File: config.mk
export PLATFORM = sky130hd
export DESIGN_NAME = irqdma_unit
export DESIGN_NICKNAME = d
export VERILOG_FILES = /design/src/rtl/irqdma_pkg.sv /design/src/rtl/irqdma_prio_enc.sv /design/src/rtl/irqdma_cfg_regs.sv /design/src/rtl/irqdma_status_reg.sv /design/src/rtl/irqdma_unit.sv
export SDC_FILE = /design/constraint.sdc
export NUM_CORES = 1
export LEC_CHECK = 0
export CORE_MARGIN = 3
export CORE_UTILIZATION = 42
export CTS_CLUSTER_DIAMETER = 30
export DETAILED_ROUTE_END_ITERATION = 16
export DONT_BUFFER_PORTS = 1
export MAX_ROUTING_LAYER = met4
export PLACE_DENSITY = 0.58
export SLEW_MARGIN = 0
export SYNTH_ARGS = -nofsm -noshare
export SYNTH_HDL_FRONTEND = slang
export SYNTH_HIERARCHICAL = 1
export SYNTH_SLANG_ARGS = --single-unit
File: constraint.sdc
create_clock -name clk -period 2 [get_ports clk]
set_clock_uncertainty 0.05 [all_clocks]
set_input_delay 0.3 -clock clk [delete_from_list [all_inputs] [get_ports clk]]
set_output_delay 0.3 -clock clk [all_outputs]
set_load 0.02 [all_outputs]
File: src/rtl/irqdma_pkg.sv
package irqdma_pkg;
   // Variants of the lowest-set-bit finder
   typedef enum logic [0:0] {
      PRIO_SCAN = 1'b0,
      PRIO_ISOLATE = 1'b1
   } prio_impl_e;

   // Per-direction DMA enables
   typedef struct packed {
      logic rx_en;
      logic tx_en;
   } dma_en_t;
endpackage

File: src/rtl/irqdma_prio_enc.sv
module irqdma_prio_enc
   import irqdma_pkg::*;
#(
   parameter int unsigned N = 6,
   parameter prio_impl_e IMPL = PRIO_SCAN,
   localparam int unsigned IDX_W = (N > 1) ? $clog2(N) : 1
) (
   input  logic [N-1:0]     req_i,
   output logic             any_o,
   output logic [IDX_W-1:0] idx_o,
   output logic [N-1:0]     onehot_o
);
   logic [N-1:0] iso;

   assign iso      = req_i & (~req_i + {{(N-1){1'b0}}, 1'b1});
   assign any_o    = |req_i;
   assign onehot_o = iso;

   generate
      if (IMPL == PRIO_SCAN) begin : g_scan
         always_comb begin
            idx_o = '0;
            for (int i = N - 1; i >= 0; i--) begin
               if (req_i[i]) idx_o = IDX_W'(i);
            end
         end
      end else begin : g_iso
         always_comb begin
            idx_o = '0;
            for (int i = 0; i < N; i++) begin
               if (iso[i]) idx_o = idx_o | IDX_W'(i);
            end
         end
      end
   endgenerate

   // the index points at a set request with nothing set below it
   always_comb begin
      if (any_o) begin
         p_idx_lowest_r4: assert (req_i[idx_o] && ((req_i & ((N'(1) << idx_o) - N'(1))) == '0));
      end
   end
endmodule

File: src/rtl/irqdma_cfg_regs.sv
module irqdma_cfg_regs #(
   parameter int unsigned SRC_W  = 6,
   parameter int unsigned RX_RDY = 3,
   parameter int unsigned TX_RDY = 4
) (
   input  logic                clk,
   input  logic                rst_n,
   input  logic                mask_wr_i,
   input  logic [SRC_W-1:0]    mask_d_i,
   input  logic                dma_wr_i,
   input  logic                rx_en_d_i,
   input  logic                tx_en_d_i,
   output logic [SRC_W-1:0]    mask_o,
   output irqdma_pkg::dma_en_t dma_o
);
   logic [SRC_W-1:0]    mask_q, mask_nxt;
   irqdma_pkg::dma_en_t dma_q, dma_nxt;

   always_comb begin
      mask_nxt = mask_q;
      dma_nxt  = dma_q;
      if (mask_wr_i) mask_nxt = mask_d_i;
      if (dma_wr_i) begin
         dma_nxt.rx_en = rx_en_d_i;
         dma_nxt.tx_en = tx_en_d_i;
         if (rx_en_d_i) mask_nxt[RX_RDY] = 1'b0;
         if (tx_en_d_i) mask_nxt[TX_RDY] = 1'b0;
      end
   end

   always_ff @(posedge clk) begin
      if (!rst_n) begin
         mask_q <= '0;
         dma_q  <= '0;
      end else begin
         mask_q <= mask_nxt;
         dma_q  <= dma_nxt;
      end
   end

   assign mask_o = mask_q;
   assign dma_o  = dma_q;

   p_rx_dma_masks_r3: assert property (@(posedge clk) disable iff (!rst_n)
      (dma_wr_i && rx_en_d_i) |=> !mask_q[RX_RDY]);
   p_tx_dma_masks_r3: assert property (@(posedge clk) disable iff (!rst_n)
      (dma_wr_i && tx_en_d_i) |=> !mask_q[TX_RDY]);
   p_mask_store_r6: assert property (@(posedge clk) disable iff (!rst_n)
      (mask_wr_i && !dma_wr_i) |=> (mask_q == $past(mask_d_i)));
endmodule

File: src/rtl/irqdma_status_reg.sv
module irqdma_status_reg #(
   parameter int unsigned STAT_W   = 16,
   parameter int unsigned SRC_W    = 6,
   parameter int unsigned RX_RDY   = 3,
   parameter int unsigned TX_RDY   = 4,
   parameter int unsigned BUSY_POS = 12
) (
   input  logic              clk,
   input  logic              rst_n,
   input  logic [STAT_W-1:0] evt_set_i,
   input  logic [STAT_W-1:0] evt_clr_i,
   input  logic              sw_clr_en_i,
   input  logic [STAT_W-1:0] sw_bits_i,
   input  logic              ack_en_i,
   input  logic [STAT_W-1:0] ack_oh_i,
   input  logic              force_en_i,
   output logic [STAT_W-1:0] stat_o
);
   localparam logic [STAT_W-1:0] KEEP  = ~(STAT_W'(1) << BUSY_POS);
   localparam logic [STAT_W-1:0] FORCE = STAT_W'((64'd1 << SRC_W) - 64'd1);

   logic [STAT_W-1:0] stat_q, stat_nxt, set_eff;

   assign set_eff = evt_set_i & KEEP;

   always_comb begin
      stat_nxt = stat_q;
      if (ack_en_i)    stat_nxt = stat_nxt & ~ack_oh_i;
      if (sw_clr_en_i) stat_nxt = stat_nxt & ~sw_bits_i;
      stat_nxt = stat_nxt & ~evt_clr_i;
      if (force_en_i)  stat_nxt = stat_nxt | FORCE;
      stat_nxt = (stat_nxt | set_eff) & KEEP;
   end

   always_ff @(posedge clk) begin
      if (!rst_n) stat_q <= '0;
      else        stat_q <= stat_nxt;
   end

   assign stat_o = stat_q;

   p_evt_wins_r9: assert property (@(posedge clk) disable iff (!rst_n)
      (set_eff != '0) |=> ((stat_q & $past(set_eff)) == $past(set_eff)));
   p_ack_clears_r4: assert property (@(posedge clk) disable iff (!rst_n)
      (ack_en_i && ((ack_oh_i & evt_set_i) == '0)) |=> ((stat_q & $past(ack_oh_i)) == '0));
   p_force_r7: assert property (@(posedge clk) disable iff (!rst_n)
      (force_en_i && (evt_clr_i == '0)) |=> (&stat_q[SRC_W-1:0]));
   p_rx_kept_r5: assert property (@(posedge clk) disable iff (!rst_n)
      (sw_clr_en_i && !ack_en_i && !evt_clr_i[RX_RDY] && stat_q[RX_RDY]) |=> stat_q[RX_RDY]);
   p_tx_kept_r5: assert property (@(posedge clk) disable iff (!rst_n)
      (sw_clr_en_i && !ack_en_i && !evt_clr_i[TX_RDY] && stat_q[TX_RDY]) |=> stat_q[TX_RDY]);
   p_no_busy_store_r8: assert property (@(posedge clk) disable iff (!rst_n)
      !stat_q[BUSY_POS]);
endmodule

File: src/rtl/irqdma_unit.sv
module irqdma_unit
   import irqdma_pkg::*;
#(
   parameter int unsigned STAT_W    = 16,
   parameter int unsigned SRC_W     = 6,
   parameter int unsigned RX_RDY    = 3,
   parameter int unsigned TX_RDY    = 4,
   parameter int unsigned RX_EN_POS = 15,
   parameter int unsigned TX_EN_POS = 7,
   parameter int unsigned BUSY_POS  = 12,
   parameter int unsigned FORCE_POS = 11,
   parameter logic [15:0] SW_CLR    = 16'h0027,
   parameter prio_impl_e  PRIO_IMPL = PRIO_SCAN,
   localparam int unsigned VEC_W    = $clog2(SRC_W + 1),
   localparam int unsigned IDX_W    = (SRC_W > 1) ? $clog2(SRC_W) : 1
) (
   input  logic              clk,
   input  logic              rst_n,
   input  logic [STAT_W-1:0] evt_set_i,
   input  logic [STAT_W-1:0] evt_clr_i,
   input  logic              bus_busy_i,
   input  logic              stat_wr_i,
   input  logic              mask_wr_i,
   input  logic              dma_wr_i,
   input  logic              test_wr_i,
   input  logic              vec_rd_i,
   input  logic [STAT_W-1:0] wdata_i,
   output logic [STAT_W-1:0] stat_o,
   output logic [SRC_W-1:0]  mask_o,
   output logic [STAT_W-1:0] dma_cfg_o,
   output logic [VEC_W-1:0]  vec_o,
   output logic              irq_o,
   output logic              rx_dma_req_o,
   output logic              tx_dma_req_o
);
   generate
      if (SRC_W > STAT_W || SRC_W < 1) begin : g_bad_src
         $error("SRC_W must lie in 1..STAT_W");
      end
      if (RX_RDY >= SRC_W || TX_RDY >= SRC_W || RX_RDY == TX_RDY) begin : g_bad_rdy
         $error("ready bits must be distinct and below SRC_W");
      end
      if (RX_EN_POS >= STAT_W || TX_EN_POS >= STAT_W || BUSY_POS >= STAT_W
          || FORCE_POS >= STAT_W || STAT_W > 16) begin : g_bad_pos
         $error("bit positions exceed the status width");
      end
   endgenerate

   logic [STAT_W-1:0] stat_q, ack_oh, sw_bits;
   logic [SRC_W-1:0]  mask_q, pend, pend_oh;
   dma_en_t           dma_q;
   logic              pend_any;
   logic [IDX_W-1:0]  pend_idx;
   logic              irq_q, rx_q, tx_q;

   irqdma_cfg_regs #(
      .SRC_W (SRC_W),
      .RX_RDY(RX_RDY),
      .TX_RDY(TX_RDY)
   ) u_cfg (
      .clk      (clk),
      .rst_n    (rst_n),
      .mask_wr_i(mask_wr_i),
      .mask_d_i (wdata_i[SRC_W-1:0]),
      .dma_wr_i (dma_wr_i),
      .rx_en_d_i(wdata_i[RX_EN_POS]),
      .tx_en_d_i(wdata_i[TX_EN_POS]),
      .mask_o   (mask_q),
      .dma_o    (dma_q)
   );

   assign pend = stat_q[SRC_W-1:0] & mask_q;

   irqdma_prio_enc #(
      .N   (SRC_W),
      .IMPL(PRIO_IMPL)
   ) u_prio (
      .req_i   (pend),
      .any_o   (pend_any),
      .idx_o   (pend_idx),
      .onehot_o(pend_oh)
   );

   generate
      if (STAT_W > SRC_W) begin : g_ext
         assign ack_oh = {{(STAT_W-SRC_W){1'b0}}, pend_oh};
      end else begin : g_noext
         assign ack_oh = pend_oh;
      end
   endgenerate

   assign sw_bits = wdata_i & SW_CLR[STAT_W-1:0];

   irqdma_status_reg #(
      .STAT_W  (STAT_W),
      .SRC_W   (SRC_W),
      .RX_RDY  (RX_RDY),
      .TX_RDY  (TX_RDY),
      .BUSY_POS(BUSY_POS)
   ) u_stat (
      .clk        (clk),
      .rst_n      (rst_n),
      .evt_set_i  (evt_set_i),
      .evt_clr_i  (evt_clr_i),
      .sw_clr_en_i(stat_wr_i),
      .sw_bits_i  (sw_bits),
      .ack_en_i   (vec_rd_i & pend_any),
      .ack_oh_i   (ack_oh),
      .force_en_i (test_wr_i & wdata_i[FORCE_POS]),
      .stat_o     (stat_q)
   );

   always_ff @(posedge clk) begin
      if (!rst_n) begin
         irq_q <= 1'b0;
         rx_q  <= 1'b0;
         tx_q  <= 1'b0;
      end else begin
         irq_q <= |pend;
         rx_q  <= dma_q.rx_en & stat_q[RX_RDY];
         tx_q  <= dma_q.tx_en & stat_q[TX_RDY];
      end
   end

   always_comb begin
      dma_cfg_o            = '0;
      dma_cfg_o[RX_EN_POS] = dma_q.rx_en;
      dma_cfg_o[TX_EN_POS] = dma_q.tx_en;
      stat_o               = stat_q;
      stat_o[BUSY_POS]     = bus_busy_i;
   end

   assign mask_o       = mask_q;
   assign vec_o        = pend_any ? VEC_W'(pend_idx) + VEC_W'(1) : '0;
   assign irq_o        = irq_q;
   assign rx_dma_req_o = rx_q;
   assign tx_dma_req_o = tx_q;

   p_irq_lag_r1: assert property (@(posedge clk) disable iff (!rst_n)
      1'b1 |=> (irq_o == $past((stat_o[SRC_W-1:0] & mask_o) != '0)));
   p_rx_lag_r2: assert property (@(posedge clk) disable iff (!rst_n)
      1'b1 |=> (rx_dma_req_o == $past(dma_cfg_o[RX_EN_POS] & stat_o[RX_RDY])));
   p_tx_lag_r10: assert property (@(posedge clk) disable iff (!rst_n)
      1'b1 |=> (tx_dma_req_o == $past(dma_cfg_o[TX_EN_POS] & stat_o[TX_RDY])));
endmodule

After elaboration in Yosys (flattened, before gate mapping)
Index checks and enable logic that the tools add are counted.

Register bits: 27. Input port bits: 56. Output and inout port bits: 44. Word-level logic and storage cells: 40.

Add/subtract/negate cells: 2. Mux-type cells: 14. Bitwise gates (word level): 14. Reductions and logical operators: 1.

Operator list (count): 16-bit AND (3); 16-bit 2-to-1 mux (2); 6-bit inverter with 16-bit output (2); 3-bit 2-to-1 mux (7); 16-bit inverter (1); 16-bit bitwise OR (1); 6-bit AND (2); 6-bit by 1-bit adder with 6-bit output, second input constant (1); 6-bit 2-to-1 mux (1); 6-bit inverter (1); 6-bit OR reduction (1); 5-bit 2-to-1 mux (1); 1-bit AND (4); 3-bit by 1-bit adder with 3-bit output, second input constant (1); 1-bit 2-to-1 mux (2); 2-bit 2-to-1 mux (1).

Logic depth before layout (Yosys ltp)
Depth after elaboration: 12. Gate-level depth with buffers: 7. Mapped depth without buffers: 6.

Cells and area by module
Netlist, hierarchy kept.

Modules (own cells, without submodules): irqdma_status_reg (times used 1, cells an instance 65, area each 708.2 µm², seq. area each 300.3 µm²); irqdma_cfg_regs (times used 1, cells an instance 27, area each 314.1 µm², seq. area each 160.2 µm²); irqdma_unit (times used 1, cells an instance 37, area each 311.5 µm², seq. area each 60.1 µm²); irqdma_prio_enc (times used 1, cells an instance 17, area each 107.6 µm², seq. area each 0.0 µm²).

Least setup slack after synthesis
OpenSTA, ideal clock, no wires.

Path type: register to register. From: reg u_stat.stat_q[0], in the netlist u_stat/stat_o[0]. To: reg u_stat.stat_q[3], in the netlist u_stat/stat_o[3]. Setup time: 0.059 ns. Data arrival time: 2.004 ns. Required time: 1.891 ns. Setup slack: -0.113 ns. Stages on the path, launching flop included: 8. Buffers on the path: 1. Clock period less this slack: 2.113 ns. Path through: dfxtp_1 > and2_1 > or4_4 > nand2b_4 > and2_1 > buf_6 > a221oi_2 > o31a_1.

Elaborated cells between the ends (all ways): 14. Those cells by class: 1 x add/sub; 3 x mux; 9 x bitwise; 1 x reduce/logical.

RTL lines: start: declaration (RTL line irqdma_status_reg.sv:22) `logic [STAT_W-1:0] stat_q, stat_nxt, set_eff;`; start signal: assignment (RTL line irqdma_status_reg.sv:37) `else stat_q <= stat_nxt;`; 6-bit AND * (RTL line irqdma_unit.sv:72) `assign pend = stat_q[SRC_W-1:0] & mask_q;`; net pend[0] (RTL line irqdma_unit.sv:50) `logic [SRC_W-1:0] mask_q, pend, pend_oh;`; 6-bit OR reduction * (RTL line irqdma_prio_enc.sv:16) `assign any_o = |req_i;`; net pend_any (RTL line irqdma_unit.sv:52) `logic pend_any;`; 1-bit AND * (RTL line irqdma_unit.sv:107) `.ack_en_i (vec_rd_i & pend_any),`; 16-bit 2-to-1 mux * (RTL line irqdma_status_reg.sv:28) `if (ack_en_i) stat_nxt = stat_nxt & ~ack_oh_i;`; 16-bit AND (RTL line irqdma_status_reg.sv:29) `if (sw_clr_en_i) stat_nxt = stat_nxt & ~sw_bits_i;`; 16-bit 2-to-1 mux * (RTL line irqdma_status_reg.sv:29); 16-bit AND * (RTL line irqdma_status_reg.sv:30) `stat_nxt = stat_nxt & ~evt_clr_i;`; 6-bit 2-to-1 mux * (RTL line irqdma_status_reg.sv:31) `if (force_en_i) stat_nxt = stat_nxt | FORCE;`; 16-bit bitwise OR * (RTL line irqdma_status_reg.sv:32) `stat_nxt = (stat_nxt | set_eff) & KEEP;`.

The timed path passes the listed nets; every way through them passes the cells marked *. A chain may end at the register's enable or synchronous reset.

Final worst setup path
From: reg u_cfg.mask_q[0], in the netlist u_cfg/mask_o[0]. To: out vec_o[2].

Word-level cells in the longest chain between the ends: 4. Elaborated cells between the ends (all ways): 5. Those cells by class: 1 x add/sub; 2 x mux; 1 x bitwise; 1 x reduce/logical.

Ends and longest elaborated chain: start: declaration (RTL line irqdma_cfg_regs.sv:16) `logic [SRC_W-1:0] mask_q, mask_nxt;`; start signal: assignment (RTL line irqdma_cfg_regs.sv:36) `mask_q <= mask_nxt;`; 6-bit AND (RTL line irqdma_unit.sv:72); net pend[0] (RTL line irqdma_unit.sv:50); 3-bit 2-to-1 mux (RTL line irqdma_prio_enc.sv:24) `if (req_i[i]) idx_o = IDX_W'(i);`; net pend_idx[2] (RTL line irqdma_unit.sv:53) `logic [IDX_W-1:0] pend_idx;`; 3-bit by 1-bit adder with 3-bit output (RTL line irqdma_unit.sv:134) `assign vec_o = pend_any ? VEC_W'(pend_idx) + VEC_W'(1) : '0;`; 3-bit 2-to-1 mux (RTL line irqdma_unit.sv:134); end: declaration (RTL line irqdma_unit.sv:31) `output logic [VEC_W-1:0] vec_o,`.

The timed path passes the listed nets, and every way through them passes these cells.

==> summary by stage <==
Status
The flow ran to the end, but the final reports show violations. The checks that failed: setup timing.

Layout
The final-layout fill cell count is 303. The area growth from synthesis to layout is 22.7%. The final instance area is approximately 1800 µm².

The total area of sequential cells is 528 µm². The number of nets in the layout is approximately 240. The multi-input combinational cells in the finished layout cover a total of 940 µm².

The fraction of final layout cells sized beyond drive strength 1 is 0.293. The antenna cell count is 0.

Synthesis
For this run, the number of Yosys warnings is 6. The post-synthesis cell count is 144. After synthesis, the mean cell area works out to 9.93 µm². The netlist area before placement is 1430 µm².

Hold path
The tightest min-delay check is of the input pin to register type.

Power and ir drop
After layout, the design draws a total of 0.00119 W. The standby leakage power is just under 0.8 nW. Of the total power, the clock network draws 0.309. The portion of total power attributed to combinational logic is 0.195. The total net switching power is 0.000330 W. The internal portion of the total power is 0.000860 W. The worst IR drop on VDD is 350 µV. The sequential share of power is 0.496.

The areal power density over the cells is 678 nW/µm². The switching share of power is 0.277.

Global routing
The via count of the first global-routing pass is 1261. The first-pass GRT wire length is 5630 µm. Entering global routing, the biggest net connects 27 pins. After global routing the overflow that remains totals 0.

In the global route stage, overall resource usage came out at 0.179. The initial antenna violation count came to 0.

Drt
Once detail routing completed, the nets flagged for antenna violations numbered 0. The number of detailed-route iterations in the first pass is 4. For this run, design rule violations remaining after detail routing come to 0. The number of vias in the routed layout is roughly 1200. The total length of routed wires is roughly 3600 µm.

For this block, the initial DRC count from the detailed router was 16. After detailed routing, the average wire length per cell comes to about 16 µm. The number of vias per cell is 5.05.

Clock network
CTS built an H-tree with a depth of 1. Clock-pin slew was measured on the worst setup and hold paths at 0.14 ns. The number of sinks handled by clock tree synthesis is 26.

In this run the clock root is driven by a clkbuf_4. TritonCTS built the clock tree. The total CTS buffers is 3.

The clock reaches the later pin of the worst-skew pair after 0.32 ns. The maximum number of buffers from clock root to sink is 2.

Worst setup path
The worst setup path is of the register to output port kind. The endpoint arrival time on the critical path is 1.80 ns. The maximum fanout along the worst path is 3. STA puts the critical path data required time at ~1.7 ns. STA classifies the critical path startpoint as a register. The worst setup path is captured at an output port.

STA
In the finished design, the share of the clock period the worst path needs comes to 1.08. After layout, the worst setup slack is -0.150 ns. The setup violation total in the final timing report is 3. Setup repair after global routing could not meet its margin everywhere.

For this run, the top clock speed supported by timing is about 0.47 GHz. The minimum clock period is roughly 2.2 ns. The total count of hold-check failures in the final report is 0. The final count of pins violating max slew is 0.

Floorplanning
The die outline area is about 4100 µm². The starting utilization of the core area is 0.454. The top-level port count is 100. The floorplan step set the die width to 64.4 µm. The cell row count is 20. The standard cell core area is 3150 µm². From bottom edge to top edge, the die measures between 60 and 70 µm.

Place
The global placer's final weighted congestion is between 0.6 and 0.7. The wire-length estimate of the detail-placed layout is 2610 µm. The placed cell area is 1590 µm². Buffers placed on the I/O ports in this run total 0.

Run
Across the run, the number of max-cap violations was 0.
-- placed cells by master, fill, tap and decap left out, types with 2 or more instances in the layout --
cell       n
conb_1    34
and2_4     7
nand2b_4   2
nand2_1    2
a21boi_0   2
mux2_4     2
a221oi_1  11
nand2b_1  18
o31a_1     6
a22o_1     2
and3_1     4
dfxtp_1   20
clkbuf_4   3
and2_1     2
mux2i_1    4
nor2_1     5
o21a_1     9
a221oi_2   4
dfxtp_2    6
nor2b_1    4
buf_4     22
-- per-stage QoR --
stage / setup WS [ns] / util / setup TNS (ns) / instances / hold slack [ns]
3_5_place_dp: 0.0530 / 0.503 / 0 / 217 / 0.377
3_3_place_gp: 0.0836 / 0.503 / 0 / 217 / 0.372
5_1_grt: -0.240 / 0.556 / -0.468 / 228 / 0.00254
6_report: -0.150 / 0.556 / -0.237 / 228 / 0.0275
4_1_cts: -0.185 / 0.548 / -0.315 / 225 / 0.00323
2_1_floorplan: 0.0374 / - / 0 / 177 / 0.370
-- power by group through the flow --
stage	Combinational (W)	Sequential [W]	Clock, W
after floorplan	0.000170	0.000622	0
after detailed placement	0.000206	0.000601	0
final	0.000232	0.000590	0.000367
after CTS	0.000228	0.000590	0.000383
after global placement	0.000202	0.000600	0
after global routing	0.000255	0.000594	0.000398
-- metal layers --
metal,global-route usage,vias to the layer above,wire length (µm)
met3,0.0439,6,296
li1,-,559,-
met4,0.0712,0,59
met1,0.192,531,1400
met5,-,-,0
met2,0.313,56,1800
-- worst paths after layout --
path              startpoint               end  slack [ns]  cells after the start
max reg2reg  u_cfg/mask_o[0]  u_stat/stat_o[5]        0.10                      6
min                    rst_n  u_stat/stat_o[0]        0.03                      1
max          u_cfg/mask_o[0]          vec_o[2]       -0.15                      5
min reg2reg   u_cfg/dma_o[1]    u_cfg/dma_o[1]        0.56                      2
-- layout make-up --
| type | count | share of cell area |
|---|---|---|
| multi-input combinational | 130 | 0.536 |
| clock inverter | 1 | 0.0171 |
| inverter | 1 | 0.00214 |
| tap | 44 | 0.0314 |
| clock buffer | 3 | 0.0128 |
| sequential | 26 | 0.301 |
| timing repair buffer | 23 | 0.0999 |
-- worst max-delay path, cell delays in order (launching register included) --
cell     delay [ns]
dfxtp_2        0.35
and2_4         0.15
or4_4          0.55
nor2_2         0.10
xor2_1         0.14
and2_4         0.19
-- repair_timing --
action / in CTS / in global routing
setup buffers: 4 / 2
gates resized for setup: 14 / 2
pin swaps: 8 / 1
hold buffers: 0 / 1
endpoints found under the setup margin: 3 / 3
hold endpoints to repair: 0 / 5
-- registers in the layout, summed over array words and instances, names as in the netlist --
name	flops
u_cfg/mask_o	6
rx_dma_req_o	1
u_cfg/dma_o	2
irq_o	1
tx_dma_req_o	1
u_stat/stat_o	15
Power figures use the tool's default switching activity.
